**src/rtl/pw_pkg.sv**
```systemverilog
package pw_pkg;
  localparam int VA_W    = 32;
  localparam int PID_W   = 7;
  localparam int MOD_LSB = VA_W - PID_W;
  localparam int DOM_W   = 4;
  localparam int AP_W    = 2;
  localparam int TTB_W   = 18;

  typedef enum logic [1:0] {
    L1_FAULT   = 2'b00,
    L1_COARSE  = 2'b01,
    L1_SECTION = 2'b10,
    L1_FINE    = 2'b11
  } l1_kind_e;

  typedef enum logic [1:0] {
    L2_FAULT = 2'b00,
    L2_LARGE = 2'b01,
    L2_SMALL = 2'b10,
    L2_TINY  = 2'b11
  } l2_kind_e;

  typedef enum logic [2:0] {
    ST_IDLE, ST_RD1, ST_WT1, ST_RD2, ST_WT2, ST_DONE
  } walk_st_e;

  typedef struct packed {
    logic             fault;
    logic [VA_W-1:0]  paddr;
    logic [AP_W-1:0]  ap;
    logic [DOM_W-1:0] domain;
  } xlate_t;

  function automatic logic [VA_W-1:0] remap_va(input logic [VA_W-1:0] va,
                                               input logic [PID_W-1:0] pid);
    if (va[VA_W-1:MOD_LSB] == '0) return {pid, va[MOD_LSB-1:0]};
    return va;
  endfunction

  function automatic logic [VA_W-1:0] first_fetch(input logic [TTB_W-1:0] ttb,
                                                  input logic [VA_W-1:0] mva);
    return {ttb, mva[31:20], 2'b00};
  endfunction

  function automatic logic [VA_W-1:0] second_fetch(input logic [VA_W-1:0] l1e,
                                                   input logic [VA_W-1:0] mva);
    if (l1_kind_e'(l1e[1:0]) == L1_COARSE) return {l1e[31:10], mva[19:12], 2'b00};
    return {l1e[31:12], mva[19:10], 2'b00};
  endfunction

  function automatic logic [AP_W-1:0] quarter_ap(input logic [7:0] aps,
                                                 input logic [1:0] q);
    case (q)
      2'd0:    return aps[1:0];
      2'd1:    return aps[3:2];
      2'd2:    return aps[5:4];
      default: return aps[7:6];
    endcase
  endfunction

  function automatic logic [DOM_W-1:0] desc_domain(input logic [VA_W-1:0] l1e);
    return l1e[8:5];
  endfunction
endpackage

```
**src/rtl/pw_mva.sv**
```systemverilog
module pw_mva
  import pw_pkg::*;
(
  input  logic [VA_W-1:0]  va,
  input  logic [PID_W-1:0] pid,
  output logic [VA_W-1:0]  mva,
  output logic             remapped
);
  assign remapped = (va[VA_W-1:MOD_LSB] == '0);
  assign mva      = remap_va(va, pid);
endmodule

```
**src/rtl/pw_l1_decode.sv**
```systemverilog
module pw_l1_decode
  import pw_pkg::*;
(
  input  logic [VA_W-1:0] desc,
  input  logic [VA_W-1:0] mva,
  output logic            is_table,
  output xlate_t          result
);
  l1_kind_e kind;
  logic     unused_desc;

  assign kind        = l1_kind_e'(desc[1:0]);
  assign is_table    = (kind == L1_COARSE) || (kind == L1_FINE);
  assign unused_desc = ^{desc[19:12], desc[9], desc[4:2], mva[31:20]};

  always_comb begin
    result = '0;
    case (kind)
      L1_SECTION: begin
        result.paddr  = {desc[31:20], mva[19:0]};
        result.ap     = desc[11:10];
        result.domain = desc_domain(desc);
      end
      L1_FAULT: result.fault = 1'b1;
      default:  result.domain = desc_domain(desc);
    endcase
  end
endmodule

```
**src/rtl/pw_l2_decode.sv**
```systemverilog
module pw_l2_decode
  import pw_pkg::*;
(
  input  logic [VA_W-1:0]  desc,
  input  logic [VA_W-1:0]  mva,
  input  logic [DOM_W-1:0] domain,
  output xlate_t           result
);
  l2_kind_e kind;
  logic     unused_bits;

  assign kind        = l2_kind_e'(desc[1:0]);
  assign unused_bits = ^{desc[3:2], mva[31:16]};

  always_comb begin
    result        = '0;
    result.domain = domain;
    case (kind)
      L2_LARGE: begin
        result.paddr = {desc[31:16], mva[15:0]};
        result.ap    = quarter_ap(desc[11:4], mva[15:14]);
      end
      L2_SMALL: begin
        result.paddr = {desc[31:12], mva[11:0]};
        result.ap    = quarter_ap(desc[11:4], mva[11:10]);
      end
      L2_TINY: begin
        result.paddr = {desc[31:10], mva[9:0]};
        result.ap    = desc[5:4];
      end
      default: result.fault = 1'b1;
    endcase
  end
endmodule

```
**src/rtl/pw_walk_ctrl.sv**
```systemverilog
module pw_walk_ctrl
  import pw_pkg::*;
(
  input  logic clk,
  input  logic rst_n,
  input  logic req_valid,
  input  logic mem_valid,
  input  logic l1_is_table,
  output logic req_ready,
  output logic mem_req,
  output logic sel_l2,
  output logic accept_ev,
  output logic l1_take_ev,
  output logic l2_take_ev,
  output logic done
);
  walk_st_e st, st_nx;

  always_ff @(posedge clk or negedge rst_n) begin
    if (!rst_n) st <= ST_IDLE;
    else        st <= st_nx;
  end

  always_comb begin
    st_nx = st;
    case (st)
      ST_IDLE: if (req_valid) st_nx = ST_RD1;
      ST_RD1:  st_nx = ST_WT1;
      ST_WT1:  if (mem_valid) st_nx = l1_is_table ? ST_RD2 : ST_DONE;
      ST_RD2:  st_nx = ST_WT2;
      ST_WT2:  if (mem_valid) st_nx = ST_DONE;
      default: st_nx = ST_IDLE;
    endcase
  end

  assign req_ready  = (st == ST_IDLE);
  assign accept_ev  = req_ready && req_valid;
  assign mem_req    = (st == ST_RD1) || (st == ST_RD2);
  assign sel_l2     = (st == ST_RD2);
  assign l1_take_ev = (st == ST_WT1) && mem_valid;
  assign l2_take_ev = (st == ST_WT2) && mem_valid;
  assign done       = (st == ST_DONE);
endmodule

```
**src/rtl/page_walker.sv**
```systemverilog
module page_walker
  import pw_pkg::*;
(
  input  logic             clk,
  input  logic             rst_n,
  input  logic             req_valid,
  output logic             req_ready,
  input  logic [31:0]      req_vaddr,
  input  logic [6:0]       req_pid,
  input  logic [31:0]      ttb_base,
  output logic             mem_req,
  output logic [31:0]      mem_addr,
  input  logic             mem_valid,
  input  logic [31:0]      mem_rdata,
  output logic             rsp_valid,
  output logic [31:0]      rsp_paddr,
  output logic [1:0]       rsp_ap,
  output logic [3:0]       rsp_domain,
  output logic             rsp_fault
);
  logic [VA_W-1:0]  mva_w, mva_q, l1_q;
  logic [TTB_W-1:0] ttb_q;
  logic             remap_ev, accept_ev, l1_take_ev, l2_take_ev, l1_is_table, sel_l2;
  xlate_t           l1_res, l2_res, res_q;
  logic             unused_ttb;

  assign unused_ttb = ^{ttb_base[31-TTB_W:0], remap_ev};

  pw_mva u_mva (.va(req_vaddr), .pid(req_pid), .mva(mva_w), .remapped(remap_ev));

  pw_walk_ctrl u_ctrl (
    .clk(clk), .rst_n(rst_n), .req_valid(req_valid), .mem_valid(mem_valid),
    .l1_is_table(l1_is_table), .req_ready(req_ready), .mem_req(mem_req),
    .sel_l2(sel_l2), .accept_ev(accept_ev), .l1_take_ev(l1_take_ev),
    .l2_take_ev(l2_take_ev), .done(rsp_valid)
  );

  pw_l1_decode u_l1 (.desc(mem_rdata), .mva(mva_q), .is_table(l1_is_table), .result(l1_res));

  pw_l2_decode u_l2 (.desc(mem_rdata), .mva(mva_q), .domain(desc_domain(l1_q)), .result(l2_res));

  assign mem_addr = sel_l2 ? second_fetch(l1_q, mva_q) : first_fetch(ttb_q, mva_q);

  always_ff @(posedge clk or negedge rst_n) begin
    if (!rst_n) begin
      mva_q <= '0;
      ttb_q <= '0;
      l1_q  <= '0;
      res_q <= '0;
    end else begin
      if (accept_ev) begin
        mva_q <= mva_w;
        ttb_q <= ttb_base[31:32-TTB_W];
      end
      if (l1_take_ev) begin
        l1_q <= mem_rdata;
        if (!l1_is_table) res_q <= l1_res;
      end
      if (l2_take_ev) res_q <= l2_res;
    end
  end

  assign rsp_paddr  = res_q.paddr;
  assign rsp_ap     = res_q.ap;
  assign rsp_domain = res_q.domain;
  assign rsp_fault  = res_q.fault;
endmodule

```
**config.mk**
```make
export PLATFORM = sky130hd
export DESIGN_NAME = page_walker
export DESIGN_NICKNAME = d
export VERILOG_FILES = /design/src/rtl/pw_pkg.sv /design/src/rtl/pw_mva.sv /design/src/rtl/pw_l1_decode.sv /design/src/rtl/pw_l2_decode.sv /design/src/rtl/pw_walk_ctrl.sv /design/src/rtl/page_walker.sv
export SDC_FILE = /design/constraint.sdc
export NUM_CORES = 1
export LEC_CHECK = 0
export BUFFER_PORTS_ARGS = -buffer_cell sky130_fd_sc_hd__buf_4
export CORE_ASPECT_RATIO = 2
export CORE_MARGIN = 3
export CORE_UTILIZATION = 46
export DETAILED_ROUTE_END_ITERATION = 16
export PLACE_DENSITY = 0.85
export SLEW_MARGIN = 30
export SYNTH_ARGS = -nofsm -noshare
export SYNTH_HDL_FRONTEND = slang
export SYNTH_SLANG_ARGS = --single-unit
```
**constraint.sdc**
```tcl
create_clock -name clk -period 1.6 [get_ports clk]
set_input_delay 0.16 -clock clk [delete_from_list [all_inputs] [get_ports clk]]
set_output_delay 0.16 -clock clk [all_outputs]
set_load 0.01 [all_outputs]
```
==> flow_metrics.tcl <==
set metrics [dict create \
    status "finished with violations" \
    failed_checks "setup timing" \
    drtPass1Iterations 5 \
    finalWirelength_microns 21400 \
    grt_overflow 0 \
    multi_input_comb_area_sq_um 2600 \
    antenna_found_initial 1 \
    drv_cap 0 \
    clock_latency_ps 420 \
    slew_violations 0 \
    finalWorstSetupSlack_ps -468 \
    synth_edf_count 0 \
    cp-end-kind "output port" \
    nets 856 \
    io_pins 181 \
    pwr_density_cell_nw_per_um2 2020 \
    cts_inserted_buffers 17 \
    die_h_microns 161 \
    max_stage_delay_ps 410 \
    yosys_warnings 0 \
    grt_pass1_vias 5840 \
    vias 5258 \
    numPortBuffers 162 \
    critPathRequiredTime_ps 1440 \
    final_common_cell "buf_4" \
    drt_iter0_drc 439 \
    fin_crit_sh_pct 129 \
    initial_core_util_pct 47.2 \
    mostFrequentLayoutCells "buf_4, dfrtp_1, mux2_2" \
    fp.dieArea_sq_um 13400 \
    synthFlopType "dfrtp_1" \
    ys_seq_elements 120 \
    layout_min_cycle_time_ps 2070 \
    fmax_ghz 0.484 \
    crit_family "buffers and inverters" \
    viasPerCell 5.79 \
    fin_skew_ps 6.41 \
    nFillCells 603 \
    row_count 56 \
    ir_drop_uv 1450 \
    hpwl_microns 11500 \
    path_class "flop to output port" \
    cts_tree "built" \
    clock-sinks 120 \
    area_growth_syn_to_layout_pct 69.5 \
    rsz0062_at_grt "true" \
    reg2reg_slack_ps -360 \
    grt_max_degree 52 \
    critPathLaunchType "flop" \
    synth_area_sq_um 5520 \
    cts_max_level 4 \
    synthArstFlopShare_pct 100 \
    syn_area_per_cell_sq_um 11.5 \
    ant_nets 0 \
    grt_usage_pct 31.4 \
    final_layout_size_suffix_gt1_share_pct 52.9 \
    p_leak_nw 4.41 \
    regArea_sq_um 3000 \
    dp_slack_ps -147 \
    clockBufferDepth 2 \
    numPlacedInstances 782 \
    grt_pass1_wl_microns 32000 \
    crit_chain "buf_6, nor2b_4, nand2_8, bufbuf_16, nand2_2, o21ai_2, buf_4" \
    core-area_sq_um 11700 \
    crit_arrival_ps 1910 \
    yosysUniqueCellTypes 36 \
    clockRootBuffer "clkbuf_16" \
    fin_cells 908 \
    syn_inst 478 \
    clkTransAtPathRegs_ps 60 \
    setup_viol 150 \
    post_drt_wl_per_cell_microns 23.6 \
    die_x_microns 83.4 \
    synth_seq_area_share_pct 54.4 \
    gp_congestion 0.863 \
    hp-class "input pin to flop" \
    path_buf_inv 3 \
    route.detailed.drc 0 \
    crit_path_top_delay_cell "dfrtp_1" \
    cp_max_fo 5 \
    hold_viol 0 \
]
==> cell type report <==
| class | count | area share [%] |
|---|---|---|
| antenna | 1 | 0.0268 |
| clock buffer | 20 | 4.88 |
| clock inverter | 12 | 2.11 |
| inverter | 3 | 0.120 |
| multi-input combinational | 322 | 27.8 |
| sequential | 120 | 32.1 |
| tap | 145 | 1.94 |
| timing repair buffer | 285 | 31.0 |
==> logic make-up after synthesis <==
| family | after synthesis | synth area share [%] |
|---|---|---|
| AOI/OAI and AO/OA | 90 | 9.27 |
| muxes | 113 | 23.1 |
| buffers and inverters | 38 | 3.63 |
| and+or+nand+nor | 116 | 9.50 |
| other | 1 | 0.0680 |
| DFF | 120 | 54.4 |
==> cells in the mapped netlist (2+ instances only) <==
cell / n / area share (%)
nand2_1: 74 / 5.0
clkinv_1: 2 / 0.14
nor3_1: 4 / 0.36
clkbuf_1: 14 / 0.95
mux2_2: 95 / 19
a21oi_1: 28 / 2.5
dfrtp_1: 120 / 54
o221ai_1: 2 / 0.32
nand3_1: 4 / 0.36
a22oi_1: 6 / 0.82
buf_2: 13 / 1.2
a221o_1: 2 / 0.36
a21o_1: 4 / 0.54
o211ai_1: 4 / 0.54
buf_4: 5 / 0.68
nor2b_1: 6 / 0.68
mux4_2: 2 / 0.82
o21ai_0: 41 / 3.7
buf_6: 3 / 0.61
and3_1: 5 / 0.57
nor2_1: 11 / 0.75
nand2b_1: 4 / 0.45
mux2i_1: 16 / 2.9
==> layer usage <==
metal | wire (microns) | up-vias | GRT usage (%)
met4 | 1730 | 0 | 22.5
li1 | - | 2232 | -
met3 | 1240 | 111 | 7.03
met5 | 0 | - | 0
met1 | 6930 | 2619 | 31.3
met2 | 11500 | 296 | 56.4
==> path summary, 6_finish.rpt <==
kind                       cells after the start            end     startpoint
max in group asynchronous                      3  rsp_domain[3]          rst_n
max reg2reg                                    7      rsp_fault   u_ctrl.st[2]
min in group asynchronous                      2       l1_q[16]          rst_n
max                                            7   mem_addr[11]   u_ctrl.st[2]
min reg2reg                                    2  rsp_paddr[21]  rsp_paddr[21]
min                                            3  rsp_paddr[27]  mem_rdata[27]
==> sequential cells by signal, summed over array words and instances, names as in the netlist <==
| register | flops |
|---|---|
| u_ctrl.st | 3 |
| rsp_paddr | 32 |
| ttb_q | 18 |
| rsp_fault | 1 |
| l1_q | 28 |
| rsp_ap | 2 |
| rsp_domain | 4 |
| mva_q | 32 |
==> what timing repair did <==
item,in CTS,in global routing
hold buffers,56,1
endpoints found under the hold margin,79,1
buffers inserted,15,5
endpoints found under the setup margin,111,149
pin swaps,7,13
resized for setup,90,61
gates cloned,16,1
==> stage by stage <==
stage          instance area, sq um  power (mW)  setup TNS, ps  utilization, %  hold slack, ps
5_1_grt                        9350        19.7         -43740            79.9            5.88
4_1_cts                        9080        17.9         -29730            77.6            2.30
6_report                       9350        18.9         -39320            79.9            6.48
2_1_floorplan                  5550        8.93           -402               -            -136
3_3_place_gp                   7080        11.6          -1130            60.5            71.2
3_5_place_dp                   7080        11.9          -2910            60.5            76.9
==> worst register-to-register path, cell delays in order, from the launching register on <==
cell     delay [ps]
dfrtp_1         410
buf_4           160
or3b_4          400
a211o_4         430
buf_12          170
buf_16          130
nand2_1          70
o21ai_1          70
==> report_power, final <==
group	leakage [nW]	total (mW)	switching, mW	internal, mW
Combinational	2.64	8.93	3.85	5.08
Sequential	1.45	5.71	1.16	4.55
Clock	0.316	4.27	1.43	2.84
No activity file was read; power rests on OpenSTA's default activity.
